### config.mk
export PLATFORM = sky130hd
export DESIGN_NAME = prom_prog_seq
export DESIGN_NICKNAME = d
export VERILOG_FILES = /design/src/rtl/prom_prog_pkg.sv /design/src/rtl/prog_timer.sv /design/src/rtl/prog_pulse_ctr.sv /design/src/rtl/prom_prog_seq.sv
export SDC_FILE = /design/constraint.sdc
export NUM_CORES = 1
export LEC_CHECK = 0
export BUFFER_PORTS_ARGS = -buffer_cell sky130_fd_sc_hd__buf_4
export CAP_MARGIN = 5
export CORE_UTILIZATION = 31
export DETAILED_ROUTE_END_ITERATION = 16
export GPL_TIMING_DRIVEN = 0
export PLACE_DENSITY = 0.62
export SLEW_MARGIN = 15
export SYNTH_ARGS = -nofsm -noshare
export SYNTH_HDL_FRONTEND = slang
export SYNTH_HIERARCHICAL = 1
export SYNTH_SLANG_ARGS = --single-unit
export TNS_END_PERCENT = 1
### constraint.sdc
create_clock -name clk -period 5.2 [get_ports clk]
set_clock_uncertainty 0.05 [all_clocks]
set_input_delay 0 -clock clk [delete_from_list [all_inputs] [get_ports clk]]
set_output_delay 0 -clock clk [all_outputs]
set_load 0.02 [all_outputs]
### src/rtl/prom_prog_pkg.sv
package prom_prog_pkg;

    typedef enum logic [2:0] {
        ST_IDLE,
        ST_SETUP,
        ST_PULSE,
        ST_RECOV,
        ST_CHECK,
        ST_FSETUP,
        ST_FREAD,
        ST_DONE
    } seq_state_e;

endpackage

### src/rtl/prog_timer.sv
module prog_timer #(
    parameter int W = 4
) (
    input  logic         clk,
    input  logic         rst_n,
    input  logic         load_i,
    input  logic [W-1:0] val_i,
    output logic         zero_o
);
    logic [W-1:0] cnt_d, cnt_q;

    always_comb begin
        cnt_d = cnt_q;
        if (load_i)
            cnt_d = val_i;
        else if (cnt_q != '0)
            cnt_d = cnt_q - W'(1);
    end

    always_ff @(posedge clk or negedge rst_n) begin
        if (!rst_n) cnt_q <= '0;
        else        cnt_q <= cnt_d;
    end

    assign zero_o = (cnt_q == '0);

    // a freshly loaded non-zero interval must not read as expired next cycle
    assert_load_holds_R4: assert property (@(posedge clk) disable iff (!rst_n)
        (load_i && val_i != '0) |=> !zero_o);

endmodule

### src/rtl/prog_pulse_ctr.sv
module prog_pulse_ctr #(
    parameter int W     = 5,
    parameter int LIMIT = 25
) (
    input  logic         clk,
    input  logic         rst_n,
    input  logic         clr_i,
    input  logic         inc_i,
    output logic [W-1:0] cnt_o,
    output logic         limit_o
);
    localparam logic [W-1:0] LIM_V = W'(LIMIT);

    logic [W-1:0] cnt_d, cnt_q;

    always_comb begin
        cnt_d = cnt_q;
        if (clr_i)      cnt_d = '0;
        else if (inc_i) cnt_d = cnt_q + W'(1);
    end

    always_ff @(posedge clk or negedge rst_n) begin
        if (!rst_n) cnt_q <= '0;
        else        cnt_q <= cnt_d;
    end

    assign cnt_o   = cnt_q;
    assign limit_o = (cnt_q == LIM_V);

    assert_no_extra_pulse_R6: assert property (@(posedge clk) disable iff (!rst_n)
        (inc_i && !clr_i) |-> (cnt_q < LIM_V));

endmodule

### src/rtl/prom_prog_seq.sv
module prom_prog_seq
    import prom_prog_pkg::*;
#(
    parameter int ADDR_W     = 15,
    parameter int DATA_W     = 8,
    parameter int CLK_KHZ    = 50000,
    parameter int PULSE_US   = 100,
    parameter int SETUP_CYC  = 4,
    parameter int RECOV_CYC  = 4,
    parameter int MAX_PULSES = 25
) (
    input  logic              clk,
    input  logic              rst_n,
    input  logic              start_i,
    input  logic [DATA_W-1:0] src_data_i,
    output logic [ADDR_W-1:0] dev_addr_o,
    output logic [DATA_W-1:0] dev_dq_o,
    output logic              dev_dq_oe_o,
    input  logic [DATA_W-1:0] dev_dq_i,
    output logic              dev_ce_n_o,
    output logic              dev_oe_n_o,
    output logic              prog_supply_o,
    output logic              verify_supply_o,
    output logic              busy_o,
    output logic              done_o,
    output logic              pass_o,
    output logic [ADDR_W-1:0] fail_addr_o
);
    localparam int PULSE_CYC = (CLK_KHZ * PULSE_US) / 1000;
    localparam int TMR_MAX   = (PULSE_CYC > SETUP_CYC) ?
                               ((PULSE_CYC > RECOV_CYC) ? PULSE_CYC : RECOV_CYC) :
                               ((SETUP_CYC > RECOV_CYC) ? SETUP_CYC : RECOV_CYC);
    localparam int TMR_W     = $clog2(TMR_MAX + 1);
    localparam int CNT_W     = $clog2(MAX_PULSES + 1);

    localparam logic [TMR_W-1:0]  T_SETUP   = TMR_W'(SETUP_CYC - 1);
    localparam logic [TMR_W-1:0]  T_PULSE   = TMR_W'(PULSE_CYC - 1);
    localparam logic [TMR_W-1:0]  T_RECOV   = TMR_W'(RECOV_CYC - 1);
    localparam logic [ADDR_W-1:0] LAST_ADDR = {ADDR_W{1'b1}};

    typedef struct packed {
        seq_state_e        st;
        logic [ADDR_W-1:0] addr;
        logic              pass;
        logic [ADDR_W-1:0] fail_addr;
    } seq_regs_t;

    seq_regs_t         r_d, r_q;
    logic              tmr_load;
    logic [TMR_W-1:0]  tmr_val;
    logic              tmr_zero;
    logic              cnt_clr, cnt_inc;
    logic [CNT_W-1:0]  cnt_val;
    logic              cnt_limit;
    logic              byte_ok;

    prog_timer #(.W(TMR_W)) u_timer (
        .clk    (clk),
        .rst_n  (rst_n),
        .load_i (tmr_load),
        .val_i  (tmr_val),
        .zero_o (tmr_zero)
    );

    prog_pulse_ctr #(.W(CNT_W), .LIMIT(MAX_PULSES)) u_pulses (
        .clk     (clk),
        .rst_n   (rst_n),
        .clr_i   (cnt_clr),
        .inc_i   (cnt_inc),
        .cnt_o   (cnt_val),
        .limit_o (cnt_limit)
    );

    assign byte_ok = (dev_dq_i == src_data_i);

    always_comb begin
        r_d      = r_q;
        tmr_load = 1'b0;
        tmr_val  = '0;
        cnt_clr  = 1'b0;
        cnt_inc  = 1'b0;
        unique case (r_q.st)
            ST_IDLE: begin
                if (start_i) begin
                    r_d.st        = ST_SETUP;
                    r_d.addr      = '0;
                    r_d.pass      = 1'b0;
                    r_d.fail_addr = '0;
                    cnt_clr       = 1'b1;
                    tmr_load      = 1'b1;
                    tmr_val       = T_SETUP;
                end
            end
            ST_SETUP: begin
                if (tmr_zero) begin
                    r_d.st   = ST_PULSE;
                    cnt_inc  = 1'b1;
                    tmr_load = 1'b1;
                    tmr_val  = T_PULSE;
                end
            end
            ST_PULSE: begin
                if (tmr_zero) begin
                    r_d.st   = ST_RECOV;
                    tmr_load = 1'b1;
                    tmr_val  = T_RECOV;
                end
            end
            ST_RECOV: begin
                if (tmr_zero) r_d.st = ST_CHECK;
            end
            ST_CHECK: begin
                if (byte_ok) begin
                    tmr_load = 1'b1;
                    tmr_val  = T_SETUP;
                    cnt_clr  = 1'b1;
                    if (r_q.addr == LAST_ADDR) begin
                        r_d.st   = ST_FSETUP;
                        r_d.addr = '0;
                    end else begin
                        r_d.st   = ST_SETUP;
                        r_d.addr = r_q.addr + ADDR_W'(1);
                    end
                end else if (cnt_limit) begin
                    r_d.st        = ST_DONE;
                    r_d.pass      = 1'b0;
                    r_d.fail_addr = r_q.addr;
                end else begin
                    r_d.st   = ST_SETUP;
                    tmr_load = 1'b1;
                    tmr_val  = T_SETUP;
                end
            end
            ST_FSETUP: begin
                if (tmr_zero) r_d.st = ST_FREAD;
            end
            ST_FREAD: begin
                if (!byte_ok) begin
                    r_d.st        = ST_DONE;
                    r_d.pass      = 1'b0;
                    r_d.fail_addr = r_q.addr;
                end else if (r_q.addr == LAST_ADDR) begin
                    r_d.st   = ST_DONE;
                    r_d.pass = 1'b1;
                end else begin
                    r_d.addr = r_q.addr + ADDR_W'(1);
                end
            end
            ST_DONE: r_d.st = ST_IDLE;
            default: r_d.st = ST_IDLE;
        endcase
    end

    always_ff @(posedge clk or negedge rst_n) begin
        if (!rst_n) begin
            r_q.st        <= ST_IDLE;
            r_q.addr      <= '0;
            r_q.pass      <= 1'b0;
            r_q.fail_addr <= '0;
        end else begin
            r_q <= r_d;
        end
    end

    assign dev_addr_o      = r_q.addr;
    assign dev_dq_o        = src_data_i;
    assign dev_dq_oe_o     = (r_q.st == ST_SETUP) || (r_q.st == ST_PULSE);
    assign dev_ce_n_o      = !((r_q.st == ST_PULSE) || (r_q.st == ST_CHECK) ||
                               (r_q.st == ST_FREAD));
    assign dev_oe_n_o      = !((r_q.st == ST_CHECK) || (r_q.st == ST_FREAD));
    assign prog_supply_o   = (r_q.st == ST_SETUP) || (r_q.st == ST_PULSE) ||
                             (r_q.st == ST_RECOV) || (r_q.st == ST_CHECK);
    assign verify_supply_o = (r_q.st == ST_FSETUP) || (r_q.st == ST_FREAD);
    assign busy_o          = (r_q.st != ST_IDLE);
    assign done_o          = (r_q.st == ST_DONE);
    assign pass_o          = r_q.pass;
    assign fail_addr_o     = r_q.fail_addr;

    assert_pulse_after_setup_R4: assert property (@(posedge clk) disable iff (!rst_n)
        ($fell(dev_ce_n_o) && dev_oe_n_o) |-> (dev_dq_oe_o && $stable(dev_addr_o)));

    assert_read_releases_bus_R5: assert property (@(posedge clk) disable iff (!rst_n)
        !dev_oe_n_o |-> !dev_dq_oe_o);

    assert_retry_same_addr_R6: assert property (@(posedge clk) disable iff (!rst_n)
        (r_q.st == ST_CHECK && !byte_ok && !cnt_limit) |=> $stable(dev_addr_o));

    assert_supply_exclusive_R7: assert property (@(posedge clk) disable iff (!rst_n)
        !(prog_supply_o && verify_supply_o));

    assert_done_single_R8: assert property (@(posedge clk) disable iff (!rst_n)
        done_o |=> (!done_o && !busy_o));

    assert_start_ignored_R9: assert property (@(posedge clk) disable iff (!rst_n)
        (busy_o && !done_o && start_i) |=> busy_o);

    assert_pulse_in_prog_R3: assert property (@(posedge clk) disable iff (!rst_n)
        (!dev_ce_n_o && dev_oe_n_o) |-> (prog_supply_o && cnt_val != '0));

endmodule

==> impl_metrics.tcl <==
set metrics [dict create \
    status "finished, final reports clean" \
    ys_warn_count 6 \
    holdWs_ns 0.0650 \
    first_pass_iters 4 \
    layout-drive-gt1-share 0.299 \
    fin_crit_ns 3.02 \
    final_common_cell "buf_4" \
    avgSynthCellArea_um2 9.19 \
    grt_pass1_vias 2797 \
    post_cts_buffers 0 \
    synth_top_area_cell "dfrtp_1" \
    total_power_mw 1.44 \
    vdd_drop_max_v 0.000154 \
    leakagePower_nw 1.88 \
    cpLargestDelayFamily "buffers and inverters" \
    cts_tree "done" \
    grt_util_met2 0.225 \
    wirelength_um 7730 \
    fmax_mhz 331 \
    netlist_area_um2 3530 \
    setup_viol 0 \
    ff2ff_setup_slack_ns 2.18 \
    die_w_um 109 \
    antenna_found_initial 0 \
    syn_inst 384 \
    synth_seq_cells 52 \
    fp.coreArea_um2 11000 \
    worst_pin_slew_ns 0.831 \
    hold_buffers 1 \
    die_h_um 109 \
    crit_chain "nor4_2, nand4b_1, inv_2, nand2_1, o22a_1, o22ai_1, buf_1, clkbuf_1, nand2_1, o21ai_1" \
    worstPathRequired_ns 5.38 \
    async_flop_share 1.00 \
    cts.htree.levels 2 \
    ys_types 58 \
    worstHoldEndpoint "pass_o$_DFFE_PN0P_" \
    slowest_stage "clkbuf_1" \
    cts.sinks 52 \
    cts_buffer_depth 2 \
    powerDensity_nw_per_um2 330 \
    grt_util_met1 0.193 \
    die_area_um2 11800 \
    syn_to_final_growth_pct 23.6 \
    grt_max_degree 53 \
    r2r_end "u_timer/cnt_q[9]$_DFFE_PN0P_" \
    initial_core_util 0.321 \
    max-slew-margin-rel 0.441 \
    vias_per_cell 4.79 \
    synthFlopType "dfrtp_1" \
    setup_slack_ns 2.18 \
    startpoint_type "flip-flop" \
    drc_errors 0 \
    cp-end-kind "flip-flop" \
    gp_congestion 0.825 \
    setup_tns_ns 0 \
    clkSlewWorstSetupHoldPaths_ns 0.07 \
    grt_overflow 0 \
    cts_inserted_buffers 5 \
    grt_setup_unrepaired "false" \
    path_class "reg2reg" \
    cp_slowest_stage_delay_ns 0.45 \
    finalMaxSlewViolations 0 \
    synth_seq_area_share 0.369 \
    grt_pass1_wl_um 13200 \
    min_path_cells 5 \
    synth_area_leaders "dfrtp_1 (37%), buf_4 (8.5%), mux2i_1 (7.1%)" \
    place_area_um2 4200 \
    grt_use_total 0.141 \
    cpMostUsedCell "nand2_1" \
    routedWlPerCell_um 12.8 \
    final_nets 485 \
    insertion_delay_ns 0.29 \
    ioPinCount 65 \
    synth_top_area_share 0.369 \
    antenna_left 0 \
    final_area_um2 4360 \
    dp_hpwl_um 5740 \
    crit_fanout 10 \
    reg2regPathDepth 10 \
    worstHoldPathType "in2reg" \
    vias 2884 \
    hold_viol 0 \
    cts_root_buf "clkbuf_16" \
    cts_resized 0 \
    cp_data_arrival_time_ns 3.20 \
    synth_edf_count 0 \
    rows 38 \
    r2r_start "u_timer/cnt_q[6]$_DFFE_PN0P_" \
    drt_iter0_drc 171 \
    grtUsageMet3 0.0203 \
    busiest_layer "met2" \
    final.period_utilization 0.582 \
    place_ws_ns 2.20 \
    worstHoldStart "start_i" \
    fillCellCount 1099 \
    most-common-layout-cells "buf_4 (104), dfrtp_1 (52), nand2_1 (42)" \
    diodes 0 \
    cp.buffers_inverters 3 \
    placement.io_buffers 64 \
    drv_cap 0 \
]
## routing by layer
layer	vias to the layer above	share of wire
li1	1438	-
met1	1375	0.49
met2	60	0.46
met3	11	0.033
met4	0	0.018
met5	-	0
## synth_stat cells (2+ instances only)
library cell  number
nand2b_1           5
a21oi_2            4
o2bb2ai_1          8
dfrtp_1           52
inv_2              2
nor3b_1            2
o211ai_1          17
nor4_4             3
nor4_1             2
nor2b_1            2
and4_1             3
or3_1              5
buf_4             40
xnor2_1           11
o21ai_0           12
ha_1               5
xor2_1            11
o21ai_1            4
a21boi_0           4
clkbuf_1           9
o31ai_1            2
nor3_1             4
buf_2              2
mux2i_1           25
inv_1             31
nand3_1           11
nand4_1            6
a21oi_1           11
and3_1             4
nor2_1            14
mux2_4             2
nand2_1           42
o22ai_1            2
nor4_2             2
buf_6              2
## final cells by class
cell class,instances,area [um2],share of cell area
plain buffers,55,390,0.0895
clock buffers,5,125,0.0287
clock inverters,3,23.8,0.00545
inverters,33,124,0.0284
multi-input cells,249,1730,0.397
flip-flops and latches,52,1300,0.298
well taps,140,175,0.0402
repair buffers,65,490,0.112
## through the flow
stage / std cells / utilization
4_1_cts: 602 / 0.397
3_5_place_dp: 593 / 0.383
6_report: 602 / 0.397
3_3_place_gp: 593 / 0.383
2_1_floorplan: 389 / -
5_1_grt: 602 / 0.397
## worst max-delay path by stage
| stage | slack [ns] | to | from | cells past startpoint |
|---|---|---|---|---|
| detailed placement | 2.20 | u_timer/cnt_q[9]$_DFFE_PN0P_ | u_timer/cnt_q[6]$_DFFE_PN0P_ | 10 |
| global route | 1.83 | u_timer/cnt_q[7]$_DFFE_PN0P_ | u_timer/cnt_q[6]$_DFFE_PN0P_ | 10 |
| floorplan | 2.74 | u_timer/cnt_q[2]$_DFFE_PN0P_ | u_timer/cnt_q[6]$_DFFE_PN0P_ | 10 |
| CTS | 2.18 | u_timer/cnt_q[9]$_DFFE_PN0P_ | u_timer/cnt_q[6]$_DFFE_PN0P_ | 10 |
| global placement | 2.25 | u_timer/cnt_q[2]$_DFFE_PN0P_ | u_timer/cnt_q[6]$_DFFE_PN0P_ | 10 |
| finish | 2.18 | u_timer/cnt_q[9]$_DFFE_PN0P_ | u_timer/cnt_q[6]$_DFFE_PN0P_ | 10 |
## worst register-to-register path, delay by kind of cell, from the launching register on
| family | cells | cell delay, ns |
|---|---|---|
| buffers and inverters | 3 | 1.02 |
| AND/OR/NAND/NOR | 4 | 0.98 |
| flip-flops | 1 | 0.42 |
| AO/OA/AOI/OAI | 3 | 0.47 |
## kinds of logic (layout without fill, tap and decap cells)
kind of cell / count (synthesis) / count (layout) / synth area share
other cells: 1 / 6 / 0.00106
mux: 28 / 28 / 0.0827
xor+xnor: 22 / 22 / 0.0546
compound gates: 74 / 74 / 0.148
buf+inv: 88 / 161 / 0.146
flops: 52 / 52 / 0.369
fa+ha+maj: 5 / 5 / 0.0177
simple gates: 114 / 114 / 0.182
## flip-flops by register name (all words and copies together) (netlist names)
name / flops
pass_o: 1
dev_addr_o: 15
r_q: 3
u_timer/cnt_q: 13
fail_addr_o: 15
u_pulses/cnt_o: 5
## where the power goes
group	total (mW)	switching, mW	internal (mW)	leakage [nW]
Clock	0.338	0.158	0.180	0.0660
Combinational	0.516	0.261	0.255	1.12
Sequential	0.586	0.0875	0.499	0.691
(Power assumes the default switching activity.)
